$ cat config.mk
export PLATFORM = sky130hd
export DESIGN_NAME = ddc_slave
export DESIGN_NICKNAME = d
export VERILOG_FILES = /design/src/rtl/ddc_slave_pkg.sv /design/src/rtl/ddc_bus_cond.sv /design/src/rtl/ddc_addr_match.sv /design/src/rtl/ddc_offset_ctr.sv /design/src/rtl/ddc_slave.sv
export SDC_FILE = /design/constraint.sdc
export NUM_CORES = 1
export LEC_CHECK = 0
export ABC_AREA = 1
export BUFFER_PORTS_ARGS = -buffer_cell sky130_fd_sc_hd__buf_2
export CAP_MARGIN = 20
export CORE_MARGIN = 10
export CORE_UTILIZATION = 54
export CTS_BUF_LIST = sky130_fd_sc_hd__clkbuf_4
export CTS_CLUSTER_DIAMETER = 40
export DETAILED_ROUTE_END_ITERATION = 6
export PLACE_DENSITY = 0.82
export SLEW_MARGIN = 40
export SYNTH_ARGS = -nofsm -noshare
export SYNTH_HDL_FRONTEND = slang
export SYNTH_SLANG_ARGS = --single-unit
$ cat constraint.sdc
create_clock -name clk -period 1.8 [get_ports clk]
set_input_delay 0.36 -clock clk [delete_from_list [all_inputs] [get_ports clk]]
set_output_delay 0.36 -clock clk [all_outputs]
set_load 0.02 [all_outputs]
$ cat src/rtl/ddc_slave_pkg.sv
package ddc_slave_pkg;

   typedef enum logic [2:0] {
      ST_IDLE,
      ST_ADDR,
      ST_AACK,
      ST_WR,
      ST_WACK,
      ST_RD,
      ST_RACK
   } ddc_state_e;

   localparam logic [1:0] ALEN_7 = 2'b00;
   localparam logic [1:0] ALEN_6 = 2'b01;
   localparam logic [1:0] ALEN_5 = 2'b10;

endpackage

$ cat src/rtl/ddc_bus_cond.sv
module ddc_bus_cond (
   input  logic clk,
   input  logic rst_n,
   input  logic scl,
   input  logic sda,
   output logic scl_rise,
   output logic scl_fall,
   output logic start_det,
   output logic stop_det
);
   logic scl_q, sda_q;

   always_ff @(posedge clk or negedge rst_n) begin
      if (!rst_n) begin
         scl_q <= 1'b1;
         sda_q <= 1'b1;
      end else begin
         scl_q <= scl;
         sda_q <= sda;
      end
   end

   assign scl_rise  = scl & ~scl_q;
   assign scl_fall  = ~scl & scl_q;
   assign start_det = scl & scl_q & sda_q & ~sda;
   assign stop_det  = scl & scl_q & ~sda_q & sda;
endmodule

$ cat src/rtl/ddc_addr_match.sv
module ddc_addr_match
   import ddc_slave_pkg::*;
#(
   parameter int ADDR_W   = 7,
   parameter int MAX_DROP = 2
) (
   input  logic [ADDR_W-1:0] own_addr,
   input  logic [ADDR_W-1:0] rx_addr,
   input  logic [1:0]        alen,
   output logic              hit
);
   localparam int DW = $clog2(MAX_DROP + 1);

   if (MAX_DROP < 2 || MAX_DROP >= ADDR_W) begin : g_bad_drop
      $error("ddc_addr_match: MAX_DROP must be at least 2 and below ADDR_W");
   end

   logic [DW-1:0]     drop;
   logic [ADDR_W-1:0] bit_ok;

   always_comb begin
      case (alen)
         ALEN_5:  drop = DW'(2);
         ALEN_6:  drop = DW'(1);
         default: drop = '0;
      endcase
   end

   for (genvar i = 0; i < ADDR_W; i++) begin : g_bit
      if (i < MAX_DROP) begin : g_maskable
         assign bit_ok[i] = (own_addr[i] == rx_addr[i]) | (drop > DW'(i));
      end else begin : g_fixed
         assign bit_ok[i] = (own_addr[i] == rx_addr[i]);
      end
   end

   assign hit = &bit_ok;
endmodule

$ cat src/rtl/ddc_offset_ctr.sv
module ddc_offset_ctr #(
   parameter int AW = 7
) (
   input  logic          clk,
   input  logic          rst_n,
   input  logic          load,
   input  logic [AW-1:0] load_val,
   input  logic          inc,
   output logic [AW-1:0] value
);
   always_ff @(posedge clk or negedge rst_n) begin
      if (!rst_n)    value <= '0;
      else if (load) value <= load_val;
      else if (inc)  value <= value + AW'(1);
   end
endmodule

$ cat src/rtl/ddc_slave.sv
module ddc_slave
   import ddc_slave_pkg::*;
#(
   parameter int ADDR_W = 7,
   parameter int DATA_W = 8,
   parameter int MEM_AW = 7
) (
   input  logic              clk,
   input  logic              rst_n,
   input  logic              scl_in,
   input  logic              sda_in,
   input  logic              cfg_en,
   input  logic [1:0]        cfg_alen,
   input  logic              cfg_wr_permit,
   input  logic              cfg_ddc1_en,
   input  logic [ADDR_W-1:0] cfg_addr,
   output logic              sda_pull,
   output logic [MEM_AW-1:0] mem_addr,
   output logic [DATA_W-1:0] mem_wdata,
   output logic              mem_we,
   input  logic [DATA_W-1:0] mem_rdata,
   output logic              ev_stop,
   output logic              ev_restart,
   output logic              ev_wstop,
   output logic              ddc1_ready
);
   localparam int CNT_W = $clog2(DATA_W + 1);
   localparam logic [CNT_W-1:0] FULL = CNT_W'(DATA_W);

   if (DATA_W != ADDR_W + 1) begin : g_bad_data_w
      $error("ddc_slave: DATA_W must be ADDR_W + 1");
   end
   if (MEM_AW > DATA_W - 1) begin : g_bad_mem_aw
      $error("ddc_slave: MEM_AW must fit in one data byte without its top bit");
   end

   logic scl_rise, scl_fall, start_det, stop_det;
   logic hit;
   logic [MEM_AW-1:0] offset;
   logic off_load, off_inc, adv, byte_done;

   ddc_state_e        st_q;
   logic [CNT_W-1:0]  cnt_q;
   logic [DATA_W-1:0] rx_q, tx_q, wdata_q;
   logic [MEM_AW-1:0] waddr_q;
   logic rw_q, first_q, wrote_q, busy_q, nack_q;
   logic pull_q, we_q, evs_q, evr_q, evw_q;

   ddc_bus_cond u_cond (
      .clk       (clk),
      .rst_n     (rst_n),
      .scl       (scl_in),
      .sda       (sda_in),
      .scl_rise  (scl_rise),
      .scl_fall  (scl_fall),
      .start_det (start_det),
      .stop_det  (stop_det)
   );

   ddc_addr_match #(.ADDR_W(ADDR_W), .MAX_DROP(2)) u_match (
      .own_addr (cfg_addr),
      .rx_addr  (rx_q[DATA_W-1:1]),
      .alen     (cfg_alen),
      .hit      (hit)
   );

   assign adv       = cfg_en & ~start_det & ~stop_det;
   assign byte_done = scl_fall & (cnt_q == FULL);
   assign off_load  = adv & (st_q == ST_WR) & byte_done & first_q;
   assign off_inc   = adv & byte_done & (((st_q == ST_WR) & ~first_q) | (st_q == ST_RD));

   ddc_offset_ctr #(.AW(MEM_AW)) u_off (
      .clk      (clk),
      .rst_n    (rst_n),
      .load     (off_load),
      .load_val (rx_q[MEM_AW-1:0]),
      .inc      (off_inc),
      .value    (offset)
   );

   always_ff @(posedge clk or negedge rst_n) begin
      if (!rst_n) begin
         st_q    <= ST_IDLE;
         cnt_q   <= '0;
         rx_q    <= '0;
         tx_q    <= '0;
         wdata_q <= '0;
         waddr_q <= '0;
         rw_q    <= 1'b0;
         first_q <= 1'b0;
         wrote_q <= 1'b0;
         busy_q  <= 1'b0;
         nack_q  <= 1'b0;
         pull_q  <= 1'b0;
         we_q    <= 1'b0;
         evs_q   <= 1'b0;
         evr_q   <= 1'b0;
         evw_q   <= 1'b0;
      end else begin
         we_q  <= 1'b0;
         evs_q <= 1'b0;
         evr_q <= 1'b0;
         evw_q <= 1'b0;
         if (!cfg_en) begin
            st_q    <= ST_IDLE;
            pull_q  <= 1'b0;
            busy_q  <= 1'b0;
            wrote_q <= 1'b0;
         end else if (start_det) begin
            evr_q  <= busy_q;
            busy_q <= 1'b1;
            st_q   <= ST_ADDR;
            cnt_q  <= '0;
            pull_q <= 1'b0;
         end else if (stop_det) begin
            evs_q   <= 1'b1;
            evw_q   <= wrote_q;
            wrote_q <= 1'b0;
            busy_q  <= 1'b0;
            st_q    <= ST_IDLE;
            pull_q  <= 1'b0;
         end else begin
            case (st_q)
               ST_ADDR, ST_WR: begin
                  if (scl_rise) begin
                     rx_q  <= {rx_q[DATA_W-2:0], sda_in};
                     cnt_q <= cnt_q + CNT_W'(1);
                  end else if (byte_done) begin
                     if (st_q == ST_ADDR) begin
                        if (hit) begin
                           pull_q  <= 1'b1;
                           rw_q    <= rx_q[0];
                           first_q <= 1'b1;
                           st_q    <= ST_AACK;
                           if (!rx_q[0]) wrote_q <= 1'b1;
                        end else begin
                           st_q <= ST_IDLE;
                        end
                     end else begin
                        pull_q <= 1'b1;
                        st_q   <= ST_WACK;
                        if (first_q) begin
                           first_q <= 1'b0;
                        end else if (cfg_wr_permit) begin
                           we_q    <= 1'b1;
                           wdata_q <= rx_q;
                           waddr_q <= offset;
                        end
                     end
                  end
               end
               ST_AACK, ST_RACK: begin
                  if (scl_rise) begin
                     nack_q <= sda_in;
                  end else if (scl_fall) begin
                     if ((st_q == ST_AACK && !rw_q)) begin
                        pull_q <= 1'b0;
                        cnt_q  <= '0;
                        st_q   <= ST_WR;
                     end else if (st_q == ST_RACK && nack_q) begin
                        pull_q <= 1'b0;
                        st_q   <= ST_IDLE;
                     end else begin
                        tx_q   <= {mem_rdata[DATA_W-2:0], 1'b0};
                        pull_q <= ~mem_rdata[DATA_W-1];
                        cnt_q  <= CNT_W'(1);
                        st_q   <= ST_RD;
                     end
                  end
               end
               ST_WACK: begin
                  if (scl_fall) begin
                     pull_q <= 1'b0;
                     cnt_q  <= '0;
                     st_q   <= ST_WR;
                  end
               end
               ST_RD: begin
                  if (byte_done) begin
                     pull_q <= 1'b0;
                     st_q   <= ST_RACK;
                  end else if (scl_fall) begin
                     pull_q <= ~tx_q[DATA_W-1];
                     tx_q   <= {tx_q[DATA_W-2:0], 1'b0};
                     cnt_q  <= cnt_q + CNT_W'(1);
                  end
               end
               default: ;
            endcase
         end
      end
   end

   assign sda_pull   = pull_q;
   assign mem_we     = we_q;
   assign mem_wdata  = wdata_q;
   assign mem_addr   = we_q ? waddr_q : offset;
   assign ev_stop    = evs_q;
   assign ev_restart = evr_q;
   assign ev_wstop   = evw_q;
   assign ddc1_ready = cfg_en & cfg_ddc1_en & ~busy_q;
endmodule

==> results.ini <==
[run_status]
status=complete, no violations

[floorplanning]
die-area_um2=9210
ioPinCount=45
chipWidth_um=96.0
core_um2=5540
die_h_um=96.0
start_util=0.562
rows=27

[logic_synthesis]
synth-seq-area-share=0.451
yosys.area.top_type=dfrtp_1
syn_area_um2=3120
ys_top_cells_by_area=dfrtp_1, nand2_1, o21ai_0
syn-num-nets=414
ys_ff_latch=56
synthFlopType=dfrtp_1
synth_cell_type_count=34
synth_most_common_cell=nand2_1
synth_cells=386
synth_edf_count=0
ys_async_sr_fraction=1.00
synth_top_cells_by_count=nand2_1, dfrtp_1, inv_1
yosysWarnings=0
yosys.area.top_type_share=0.434
avgSynthCellArea_um2=8.07

[detailed_routing]
drc=0
wl_per_cell_um=13.8
vias_per_cell=5.22
wirelength_um=7120
drtPass1Iterations=4
antenna_left=0
vias=2701
drt_iter0_drc=116

[global_route]
grt_pass1_wl_um=12100
grt_use_total=0.160
grt_overflow=0
antenna_found_initial=0
grt_max_degree=30
grt_pass1_vias=2742

[pwr]
seqPwrFrac=0.457
ir_drop_v=0.000824
leakage_nw=1.90
internal_power_w=0.00222
p_switching_w=0.00137
switching_share=0.382
p_clk_frac=0.190
powerDensity_nw_per_um2=976
p_comb_frac=0.353

[timing]
clock.fmax_ghz=0.566
worst_slew_pin_slew_ns=0.501
hold_viol_final=0
fin_worst_skew_ns=0.0207
setup_tns_ns=0
slew_viol_final=0
final.period_utilization=0.982
fin_ws_ns=0.0322
min_period_ns=1.77
setup_viol=0
max_slew_margin=0.666
rsz0062_at_grt=yes

[setup_path]
crit_fanout=6
startpoint_type=flop
required_ns=2.08
r2r_start=cnt_q[0]
end_kind=flop
crit_start=cnt_q[0]
arrival_ns=2.05
path_class=reg2reg

[finish]
n_antenna_cell=0
fin_cells=517
utilization=0.664
nets=472
multi_input_area_um2=1520
fill_cells=463
drive_gt1_frac=0.261
syn2layout_area_growth_pct=18.1
seqCellArea_um2=1410

[job]
max-cap-violations=0

[clock_network]
clock_latency_ns=0.38
cts-root-buf=clkbuf_4
cts_tree=done
clk_pin_slew_ns=0.16
cts.sinks=56
numCtsBuffers=5
clk_path_buf_depth=2
h-tree-depth=2

[placed_design]
dp_hpwl_um=5560
place.gp.congestion=0.948
place.port_buffers=44
preCtsSetupSlack_ns=-0.0380
dp_cells=504

[worst_hold_path]
min-delay-path-class=in2reg
hp-start=sda_in

==> per-layer routing <==
layer / vias to the layer above / track usage / wire length (µm)
met5: - / 0 / 0
met4: 0 / 0.0393 / 103
met3: 11 / 0.0233 / 297
met2: 46 / 0.291 / 3680
met1: 1281 / 0.194 / 3040
li1: 1363 / - / -
==> what timing repair did <==
action                     in CTS  in global routing
hold buffers                    1                  0
gates cloned                    0                  1
setup endpoints to repair       3                 39
pin swaps                       0                  4
hold endpoints to repair       16                  0
gates resized for setup         2                 18
buffers inserted                0                  3
==> layout by cell type (no fill, tap or decap), drive strengths merged <==
cell / netlist / final
clkinvlp: 0 / 1
clkbuf: 2 / 5
dlygate4sd3: 0 / 1
a21boi: 1 / 1
buf: 7 / 58
nand3b: 2 / 2
a21oi: 7 / 7
nand4: 3 / 3
mux2i: 6 / 6
o2111ai: 1 / 1
dfstp: 2 / 2
o21ai: 60 / 60
dfrtp: 54 / 54
nor2: 35 / 35
nand2: 101 / 101
ha: 4 / 4
a41oi: 1 / 1
clkinv: 0 / 2
nor4: 1 / 1
bufinv: 0 / 1
nand3: 27 / 27
inv: 52 / 52
xnor2: 6 / 6
xor2: 5 / 5
nor3: 6 / 6
o22ai: 3 / 3
==> layout make-up <==
type / count / share of cell area
Clock buffer: 5 / 0.0102
Clock inverter: 3 / 0.0116
Inverter: 52 / 0.0531
Multi-Input combinational cell: 269 / 0.413
Sequential cell: 56 / 0.383
Tap cell: 72 / 0.0245
Timing Repair Buffer: 59 / 0.103
Timing Repair inverter: 1 / 0.00204
==> flip-flops by register name (all words and copies together), names as in the netlist <==
| name | flops |
|---|---|
| busy_q | 1 |
| cnt_q | 4 |
| ev_restart | 1 |
| ev_stop | 1 |
| ev_wstop | 1 |
| first_q | 1 |
| mem_wdata | 8 |
| mem_we | 1 |
| nack_q | 1 |
| rw_q | 1 |
| rx_q | 8 |
| sda_pull | 1 |
| st_q | 3 |
| tx_q | 7 |
| u_cond.scl_q | 1 |
| u_cond.sda_q | 1 |
| u_off.value | 7 |
| waddr_q | 7 |
| wrote_q | 1 |
==> through the flow <==
stage | hold WS (ns) | power, W | instance area, µm²
floorplan | 0.0644 | 0.00251 | 3120
finish | 0.106 | 0.00359 | 3680
global route | 0.0935 | 0.00387 | 3680
CTS | 0.0899 | 0.00354 | 3590
global placement | 0.338 | 0.00281 | 3490
detailed placement | 0.351 | 0.00286 | 3490
==> path summary, 6_finish.rpt <==
| kind | to | slack (ns) | cells past startpoint |
|---|---|---|---|
| setup / recovery | u_off.value[2] | 0.03 | 9 |
| hold / removal | u_cond.sda_q | 0.11 | 1 |
| setup reg to reg | u_off.value[2] | 0.03 | 9 |
| hold reg to reg | sda_pull | 0.49 | 2 |
| max in group asynchronous | waddr_q[4] | 0.80 | 3 |
| min in group asynchronous | nack_q | 0.45 | 2 |
==> logic make-up after synthesis <==
family	synth area share
XOR/XNOR	0.0309
flip-flops	0.451
adder cells (fa/ha/maj)	0.0161
buffers and inverters	0.0819
AO/OA/AOI/OAI	0.137
multiplexers	0.0193
AND/OR/NAND/NOR	0.264
==> critical path, stage by stage, from the launching register on <==
cell     delay, ns
dfrtp_1       0.42
inv_1         0.09
ha_1          0.17
nand2_1       0.06
inv_1         0.09
nand3_4       0.12
nor2_4        0.19
nand3_2       0.18
o21ai_0       0.26
o22ai_1       0.11
==> power by group through the flow <==
stage | registers [W] | clock network (W) | logic, W
3_3_place_gp | 0.00165 | 0 | 0.00116
2_1_floorplan | 0.00158 | 0 | 0.000925
6_report | 0.00164 | 0.000683 | 0.00127
5_1_grt | 0.00166 | 0.000757 | 0.00145
4_1_cts | 0.00163 | 0.000695 | 0.00121
3_5_place_dp | 0.00166 | 0 | 0.00120
Power figures use the tool's default switching activity.
